[src/rtl/usb_susp_pkg.sv]
package usb_susp_pkg;
  typedef struct packed {
    logic susp;
    logic clk_off;
  } susp_state_t;
endpackage

[src/rtl/usb_idle_cnt.sv]
module usb_idle_cnt #(
  parameter int unsigned SUSP_LIM = 4,
  parameter int unsigned OFF_LIM  = 6,
  localparam int unsigned CNT_W   = $clog2(OFF_LIM + 1)
) (
  input  logic clk_i,
  input  logic rst_ni,
  input  logic clr_i,
  input  logic tick_i,
  output logic susp_hit_o,
  output logic off_hit_o
);
  localparam logic [CNT_W-1:0] OFF_V  = CNT_W'(OFF_LIM);
  localparam logic [CNT_W-1:0] SUSP_V = CNT_W'(SUSP_LIM);

  logic [CNT_W-1:0] cnt_q;

  always_ff @(posedge clk_i or negedge rst_ni) begin
    if (!rst_ni)                     cnt_q <= '0;
    else if (clr_i)                  cnt_q <= '0;
    else if (tick_i && cnt_q < OFF_V) cnt_q <= cnt_q + 1'b1;
  end

  assign susp_hit_o = (cnt_q >= SUSP_V);
  assign off_hit_o  = (cnt_q >= OFF_V);
endmodule

[src/rtl/usb_susp_state.sv]
module usb_susp_state
  import usb_susp_pkg::*;
(
  input  logic        clk_i,
  input  logic        rst_ni,
  input  logic        clr_i,
  input  logic        susp_hit_i,
  input  logic        off_hit_i,
  output susp_state_t st_o,
  output logic        irq_o
);
  susp_state_t st_q;
  logic        irq_q;

  always_ff @(posedge clk_i or negedge rst_ni) begin
    if (!rst_ni) begin
      st_q  <= '0;
      irq_q <= 1'b0;
    end else if (clr_i) begin
      st_q  <= '0;
      irq_q <= 1'b0;
    end else begin
      irq_q <= susp_hit_i && !st_q.susp;
      if (susp_hit_i) st_q.susp    <= 1'b1;
      if (off_hit_i)  st_q.clk_off <= 1'b1;
    end
  end

  assign st_o  = st_q;
  assign irq_o = irq_q;
endmodule

[src/rtl/usb_rwake_ctrl.sv]
module usb_rwake_ctrl (
  input  logic clk_i,
  input  logic rst_ni,
  input  logic act_i,
  input  logic accept_i,
  output logic rwake_o
);
  logic rw_q;

  always_ff @(posedge clk_i or negedge rst_ni) begin
    if (!rst_ni)       rw_q <= 1'b0;
    else if (act_i)    rw_q <= 1'b0;
    else if (accept_i) rw_q <= 1'b1;
  end

  assign rwake_o = rw_q;
endmodule

[src/rtl/usb_susp_ctrl.sv]
module usb_susp_ctrl
  import usb_susp_pkg::*;
#(
  parameter int unsigned SUSP_MS    = 3,
  parameter int unsigned CLK_OFF_MS = 2
) (
  input  logic clk_i,
  input  logic rst_ni,
  input  logic bus_act_i,
  input  logic tick_1ms_i,
  input  logic sw_wake_i,
  input  logic clk_en_i,
  output logic suspend_o,
  output logic susp_irq_o,
  output logic need_clk_o,
  output logic rwake_req_o
);
  // suspend needs strictly more than SUSP_MS idle ticks
  localparam int unsigned SUSP_LIM = SUSP_MS + 1;
  localparam int unsigned OFF_LIM  = SUSP_LIM + CLK_OFF_MS;

  susp_state_t st;
  logic susp_hit, off_hit, accept, clr;

  assign accept = sw_wake_i && clk_en_i && st.susp;
  assign clr    = bus_act_i || accept;

  usb_idle_cnt #(.SUSP_LIM(SUSP_LIM), .OFF_LIM(OFF_LIM)) i_cnt (
    .clk_i      (clk_i),
    .rst_ni     (rst_ni),
    .clr_i      (clr),
    .tick_i     (tick_1ms_i),
    .susp_hit_o (susp_hit),
    .off_hit_o  (off_hit)
  );

  usb_susp_state i_state (
    .clk_i      (clk_i),
    .rst_ni     (rst_ni),
    .clr_i      (clr),
    .susp_hit_i (susp_hit),
    .off_hit_i  (off_hit),
    .st_o       (st),
    .irq_o      (susp_irq_o)
  );

  usb_rwake_ctrl i_rwake (
    .clk_i    (clk_i),
    .rst_ni   (rst_ni),
    .act_i    (bus_act_i),
    .accept_i (accept),
    .rwake_o  (rwake_req_o)
  );

  // wake path is combinational: works with the main clock stopped
  assign suspend_o  = st.susp && !bus_act_i;
  assign need_clk_o = !st.clk_off || bus_act_i;
endmodule

[config.mk]
export PLATFORM = sky130hd
export DESIGN_NAME = usb_susp_ctrl
export DESIGN_NICKNAME = d
export VERILOG_FILES = /design/src/rtl/usb_susp_pkg.sv /design/src/rtl/usb_idle_cnt.sv /design/src/rtl/usb_susp_state.sv /design/src/rtl/usb_rwake_ctrl.sv /design/src/rtl/usb_susp_ctrl.sv
export SDC_FILE = /design/constraint.sdc
export NUM_CORES = 1
export LEC_CHECK = 0
export BUFFER_PORTS_ARGS = -buffer_cell sky130_fd_sc_hd__buf_4
export CORE_AREA = 3 3 40 42
export DETAILED_ROUTE_END_ITERATION = 8
export DIE_AREA = 0 0 43 45
export GPL_TIMING_DRIVEN = 0
export PLACE_DENSITY_LB_ADDON = 0.1
export SLEW_MARGIN = 25
export SYNTH_ARGS = -nofsm -noshare
export SYNTH_HDL_FRONTEND = slang
export SYNTH_SLANG_ARGS = --single-unit
[constraint.sdc]
create_clock -name clk_i -period 1.19 [get_ports clk_i]
set_input_delay 0.2975 -clock clk_i [delete_from_list [all_inputs] [get_ports clk_i]]
set_output_delay 0.2975 -clock clk_i [all_outputs]
set_load 0.005 [all_outputs]
==> run_results.csv, run 1 <==
group,metric,value,unit
logic_synthesis,yosys_warnings,0,
placed_design,gp_congestion,0.686,
grt,grt_pass1_vias,285,
sta,final-setup-viol-count,0,
setup_path,cp_num_buf_inv,1,
setup_path,crit_chain,"nor2b_4 > buf_6",
floorplan,ios,10,
floorplan,fp.coreArea,1280,um^2
pwr,power.leakage,0.221,nW
pwr,p_int,0.404,mW
pwr,power_frac_clock,0.408,
pwr,powerDensity,1150,nW/um^2
detailed_routing,ant_nets,0,
floorplan,dieArea,1940,um^2
clock_network,cts_root_buf,"clkbuf_4",
final_layout,final_core_util,0.352,
sta,hold_viol,0,
logic_synthesis,syn_area_per_cell,10.9,um^2
detailed_routing,routed-wl-met3,66,um
hold_path,min_from,"bus_act_i",
final_layout,diodes,0,
detailed_routing,wl_met2,327,um
sta,max_freq,872,MHz
logic_synthesis,synth_nets,35,
flow_run,cap_violations,0,
final_layout,drive_above_1_share,0.364,
floorplan,die_y,45,um
clock_network,clockBufferDepth,2,
logic_synthesis,yosys.area.top_type,"dfrtp_1",
logic_synthesis,netlist_area,304,um^2
grt,grt_usage,0.0838,
placed_design,place_hpwl,497,um
logic_synthesis,synthTopCellsByCount,"7 x dfrtp_1, 5 x nor2_1, 3 x a21oi_1",
grt,gr-total-overflow,0,
logic_synthesis,netlist.area_leader.share,0.576,
grt,antenna_found_initial,0,
floorplan,row_count,13,
detailed_routing,post_drt_via_cell_ratio,4.34,
final_layout,fill_cells,144,
detailed_routing,met1_length,272,um
logic_synthesis,yosys-top-cells-area,"dfrtp_1 58%, nor2_1 6.2%, a21oi_1 4.9%",
hold_path,hold_depth,2,
sta,worst_pin_slew,0.227,ns
detailed_routing,drt_wl_total,667,um
floorplan,start_util,0.237,
sta,finalCriticalPeriod,1.15,ns
setup_path,endpoint_kind,"output port",
setup_path,reg2reg_to,"i_cnt.cnt_q[2]",
logic_synthesis,yosysMostFrequentCell,"dfrtp_1",
clock_network,path_clk_slew,0.05,ns
pwr,ir_drop,0.413,mV
sta,rsz0062_at_grt,"false",
sta,drv_slew,0,
logic_synthesis,ys.flop_type,"dfrtp_1",
pwr,sw_frac_of_total,0.225,
setup_path,r2r_slack,0.06,ns
grt,grt_max_degree,8,
clock_network,cts.sinks,7,
setup_path,criticalPathCategory,"reg -> out",
pwr,seq_power_share,0.489,
logic_synthesis,ys_ff_latch,7,
sta,post-route-period-util,0.964,
final_layout,final_nets,52,
logic_synthesis,synth_cell_types,16,
logic_synthesis,ys_async_sr_fraction,1.00,
clock_network,numCtsBuffers,3,
detailed_routing,dr.max_layer_used,"met3",
placed_design,io_buffers,9,
setup_path,cp_slowest_cell,"dfrtp_1",
clock_network,h-tree-depth,1,
clock_network,cts_tree,"done",
logic_synthesis,synth-edff-count,0,
sta,tns,0,ns
setup_path,required,0.89,ns
detailed_routing,drt_iter0_markers,0,
pwr,p_switching,0.117,mW
sta,skew,0.00459,ns
setup_path,cp_data_arrival_time,0.85,ns
hold_path,whs_endpoint,"i_state.irq_o",
final_layout,syn_to_final_growth,49.0,%
detailed_routing,drc_errors,0,
setup_path,worstReg2RegStart,"i_state.st_o[1]",
logic_synthesis,synth_seq_area_share,0.576,
setup_path,critical_path.top_delay_family,"flip-flops",
setup_path,slowest_delay,0.37,ns
pwr,pwr-share-comb,0.103,
grt,grt_pass1_wl,1150,um
sta,slew_headroom,0.849,
clock_network,insertion_delay,0.25,ns
setup_path,startpoint_type,"flop",
detailed_routing,num_vias,256,
setup_path,worstRegToRegCells,4,
floorplan,die_w,43,um
run_status,status,"finished, final reports clean",
hold_path,holdCritPathClass,"in -> reg",
logic_synthesis,syn_inst,28,
setup_path,path_max_fanout,2,
detailed_routing,routedWlPerCell,11.3,um
detailed_routing,dr.pass1.iters,1,
## through the flow
step | area, um^2 | hold slack, ns | std cells | power [mW] | setup slack (ns)
detailed placement | 390 | 0.120 | 52 | 0.307 | 0.140
finish | 453 | 0.254 | 59 | 0.521 | 0.0427
global placement | 390 | 0.115 | 52 | 0.305 | 0.165
CTS | 434 | 0.227 | 58 | 0.535 | 0.0131
global route | 453 | 0.251 | 59 | 0.566 | 0.00527
floorplan | 304 | 0.00191 | 28 | 0.278 | 0.202
## cells by family after synthesis
logic type | share of synthesized area
flip-flops | 0.576
buffers and inverters | 0.0123
XOR/XNOR | 0.0288
AO/OA/AOI/OAI | 0.152
adder cells (fa/ha/maj) | 0.0411
AND/OR/NAND/NOR | 0.189
## sequential cells by signal, summed over array words and instances, names as in the netlist
signal	count
i_rwake.rwake_o	1
i_state.irq_o	1
i_cnt.cnt_q	3
i_state.st_o	2
## layout by cell type, fill, tap and decap left out
| master | netlist | layout |
|---|---|---|
| clkbuf_1 | 0 | 1 |
| a21boi_2 | 1 | 1 |
| nor3b_1 | 1 | 1 |
| a31oi_1 | 1 | 1 |
| buf_4 | 0 | 10 |
| a21oi_1 | 3 | 3 |
| buf_6 | 0 | 1 |
| inv_1 | 1 | 1 |
| nor2_1 | 5 | 5 |
| xnor2_1 | 1 | 1 |
| nand2_1 | 1 | 1 |
| dlygate4sd3_1 | 0 | 1 |
| clkbuf_4 | 0 | 3 |
| nor3_1 | 1 | 1 |
| a31o_1 | 1 | 1 |
| dfrtp_1 | 7 | 7 |
| and4b_1 | 1 | 1 |
| ha_1 | 1 | 1 |
| nor2b_4 | 0 | 1 |
| nand2b_1 | 1 | 1 |
| o21ai_0 | 1 | 1 |
## layer usage
| metal | vias to the layer above | GRT usage |
|---|---|---|
| met4 | 0 | 0.0723 |
| met5 | - | 0 |
| met1 | 118 | 0.0907 |
| met2 | 10 | 0.135 |
| met3 | 0 | 0.0239 |
| li1 | 128 | - |
## area by class of cell
| class | instances | area (um^2) | share of cell area |
|---|---|---|---|
| Sequential cell | 7 | 175 | 0.387 |
| Multi-Input combinational cell | 20 | 133 | 0.293 |
| Timing Repair Buffer | 12 | 96.3 | 0.213 |
| Clock buffer | 4 | 26.3 | 0.0580 |
| Tap cell | 15 | 18.8 | 0.0414 |
| Inverter | 1 | 3.75 | 0.00829 |
## timing repair
| item | 4_1_cts | 5_1_grt |
|---|---|---|
| endpoints found under the hold margin | 7 | 0 |
| setup endpoints to repair | 1 | 1 |
| resized for setup | 0 | 3 |
| buffers inserted | 1 | 1 |
| pin swaps | 0 | 0 |
| hold buffers | 1 | 0 |
## power groups by stage
stage	Combinational (mW)	Clock (mW)	Sequential (mW)
floorplan	0.0214	0	0.257
detailed placement	0.0483	0	0.259
global route	0.0612	0.248	0.256
CTS	0.0527	0.228	0.254
finish	0.0538	0.212	0.254
global placement	0.0461	0	0.259
## how the worst max path moves through the flow
stage	startpoint	endpoint	cells past startpoint
3_3_place_gp	i_cnt.cnt_q[1]	i_cnt.cnt_q[2]	3
4_1_cts	i_state.st_o[1]	suspend_o	2
3_5_place_dp	i_cnt.cnt_q[1]	i_cnt.cnt_q[2]	3
5_1_grt	i_state.st_o[1]	suspend_o	2
2_1_floorplan	i_cnt.cnt_q[1]	i_cnt.cnt_q[2]	3
6_report	i_state.st_o[1]	suspend_o	2
Power figures use the tool's default switching activity.
==> run 2: changes to the inputs <==
- CTS_BUF_LIST: default -> sky130_fd_sc_hd__clkbuf_16
==> run 2 against run 1 <==
Clock-buffer cell count decreased by 1. Combinational power fell by 5.2%. Non-clock buffer count fell by 1. Critical path type unchanged. Critical path depth did not move. Fmax rose by 1.0%. Global-route usage increased by 0.084 points. Register-to-register slack improved by 0.08 ns. Via count is 3.1% higher. Final cell count is 1.7% lower. Worst hold slack better by 0.0021 ns.
==> run_results.csv, run 2 (synthesis gave the netlist of run 1 again) <==
group,metric,value,unit
final_layout,regMostFlops,"i_cnt.cnt_q",
detailed_routing,post_drt_via_cell_ratio,4.55,
clock_network,cts_root_buf,"clkbuf_16",
detailed_routing,routedWlPerCell,11.6,um
pwr,pwr-share-comb,0.059,
detailed_routing,drc_errors,0,
clock_network,insertion_delay,0.23,ns
setup_path,endpoint_kind,"output port",
sta,finalCriticalPeriod,1.14,ns
detailed_routing,num_vias,264,
floorplan,die_w,43,um
floorplan,die_y,45,um
pwr,p_switching,0.153,mW
grt,grt_usage,0.0846,
grt,grt_pass1_vias,284,
pwr,sw_frac_of_total,0.177,
clock_network,clockBufferDepth,2,
pwr,powerDensity,1780,nW/um^2
floorplan,dieArea,1940,um^2
sta,rsz0062_at_grt,"false",
setup_path,crit_chain,"nor2b_1 > buf_4",
pwr,ir_drop,0.665,mV
detailed_routing,met1_length,263,um
sta,max_freq,881,MHz
sta,post-route-period-util,0.954,
grt,grt_pass1_wl,1140,um
pwr,seq_power_share,0.296,
sta,worst_pin_slew,0.228,ns
detailed_routing,ant_nets,0,
sta,final-setup-viol-count,0,
pwr,p_int,0.712,mW
sta,drv_slew,0,
detailed_routing,drt_iter0_markers,1,
grt,gr-total-overflow,0,
run_status,status,"finished, final reports clean",
sta,slew_headroom,0.848,
final_layout,largest_reg_flops,3,
detailed_routing,dr.pass1.iters,4,
setup_path,cp_slowest_cell,"dfrtp_1",
floorplan,row_count,13,
setup_path,startpoint_type,"flop",
final_layout,seq_area,175,um^2
detailed_routing,routed-wl-met3,77,um
placed_design,io_buffers,9,
final_layout,layout_common_cells,"10 x buf_4, 7 x dfrtp_1, 5 x nor2_1",
floorplan,fp.coreArea,1280,um^2
sta,skew,0.00125,ns
grt,grt_max_degree,8,
detailed_routing,wl_met2,329,um
flow_run,cap_violations,0,
pwr,power.leakage,0.242,nW
detailed_routing,drt_wl_total,670,um
clock_network,cts_tree,"done",
setup_path,required,0.89,ns
final_layout,multi_input_area,125,um^2
final_layout,final_nets,51,
final_layout,syn_to_final_growth,60.1,%
setup_path,cp_data_arrival_time,0.84,ns
placed_design,place_hpwl,497,um
sta,hold_viol,0,
pwr,power,0.865,mW
pwr,power_frac_clock,0.645,
floorplan,ios,10,
placed_design,gp_congestion,0.686,
final_layout,diodes,0,
clock_network,path_clk_slew,0.04,ns
sta,tns,0,ns
final_layout,drive_above_1_share,0.326,
setup_path,criticalPathCategory,"reg -> out",
setup_path,path_max_fanout,2,
detailed_routing,dr.max_layer_used,"met3",
final_layout,final_common_cell,"buf_4",
final_layout,fill_cells,137,
grt,antenna_found_initial,0,
clock_network,numCtsBuffers,3,
floorplan,start_util,0.237,
setup_path,slowest_delay,0.36,ns
clock_network,cts.sinks,7,
clock_network,h-tree-depth,1,
hold_path,holdCritPathClass,"in -> reg",
run 2: what timing repair did:
| item | 4_1_cts | 5_1_grt |
|---|---|---|
| endpoints found under the hold margin | 7 | 0 |
| setup endpoints to repair | 1 | 0 |
| gates resized for setup | 0 | 0 |
| buffers inserted | 1 | 0 |
| hold buffers | 1 | 0 |
run 2: routing by layer:
metal,global-route usage,vias up
met5,0,-
met4,0.0723,0
met3,0.0359,0
met2,0.138,12
met1,0.0833,125
li1,-,127
run 2: power by group through the flow:
stage / logic [mW] / clock network (mW) / registers (mW)
after floorplan: 0.0214 / 0 / 0.257
after global placement: 0.0461 / 0 / 0.259
after detailed placement: 0.0483 / 0 / 0.259
after CTS: 0.0527 / 0.570 / 0.256
after global routing: 0.0585 / 0.583 / 0.258
final: 0.0510 / 0.558 / 0.256
run 2: layout make-up:
type | instances | area share
multi-input cells | 20 | 0.257
repair buffers | 11 | 0.175
inverters | 1 | 0.00771
clock buffers | 3 | 0.154
well taps | 15 | 0.0386
flip-flops and latches | 7 | 0.360
clock inverters | 1 | 0.00771
run 2: critical path: cells and delay by family (launching register included):
family                 cells  cell delay (ns)
buffers and inverters      1             0.13
DFF                        1             0.36
and+or+nand+nor            1             0.12
run 2: final timing paths:
kind,startpoint,to,slack (ns),cells past startpoint
worst max register to register,i_cnt.cnt_q[1],i_cnt.cnt_q[2],0.14,3
worst max-delay path,i_state.st_o[1],suspend_o,0.05,2
worst min-delay path,bus_act_i,i_rwake.rwake_o,0.26,2
worst min register to register,i_rwake.rwake_o,i_rwake.rwake_o,0.50,2
min in group asynchronous,rst_ni,i_state.st_o[1],0.43,2
max in group asynchronous,rst_ni,i_cnt.cnt_q[1],0.64,2
run 2: through the flow:
step                hold WS (ns)   util  area [um^2]  setup WS [ns]  std cells
finish                     0.256  0.379          487         0.0546         58
global route               0.270  0.379          487         0.0162         58
CTS                        0.257  0.379          487         0.0476         58
detailed placement         0.120  0.304          390          0.140         52
global placement           0.115  0.304          390          0.165         52
floorplan                0.00191      -          304          0.202         28
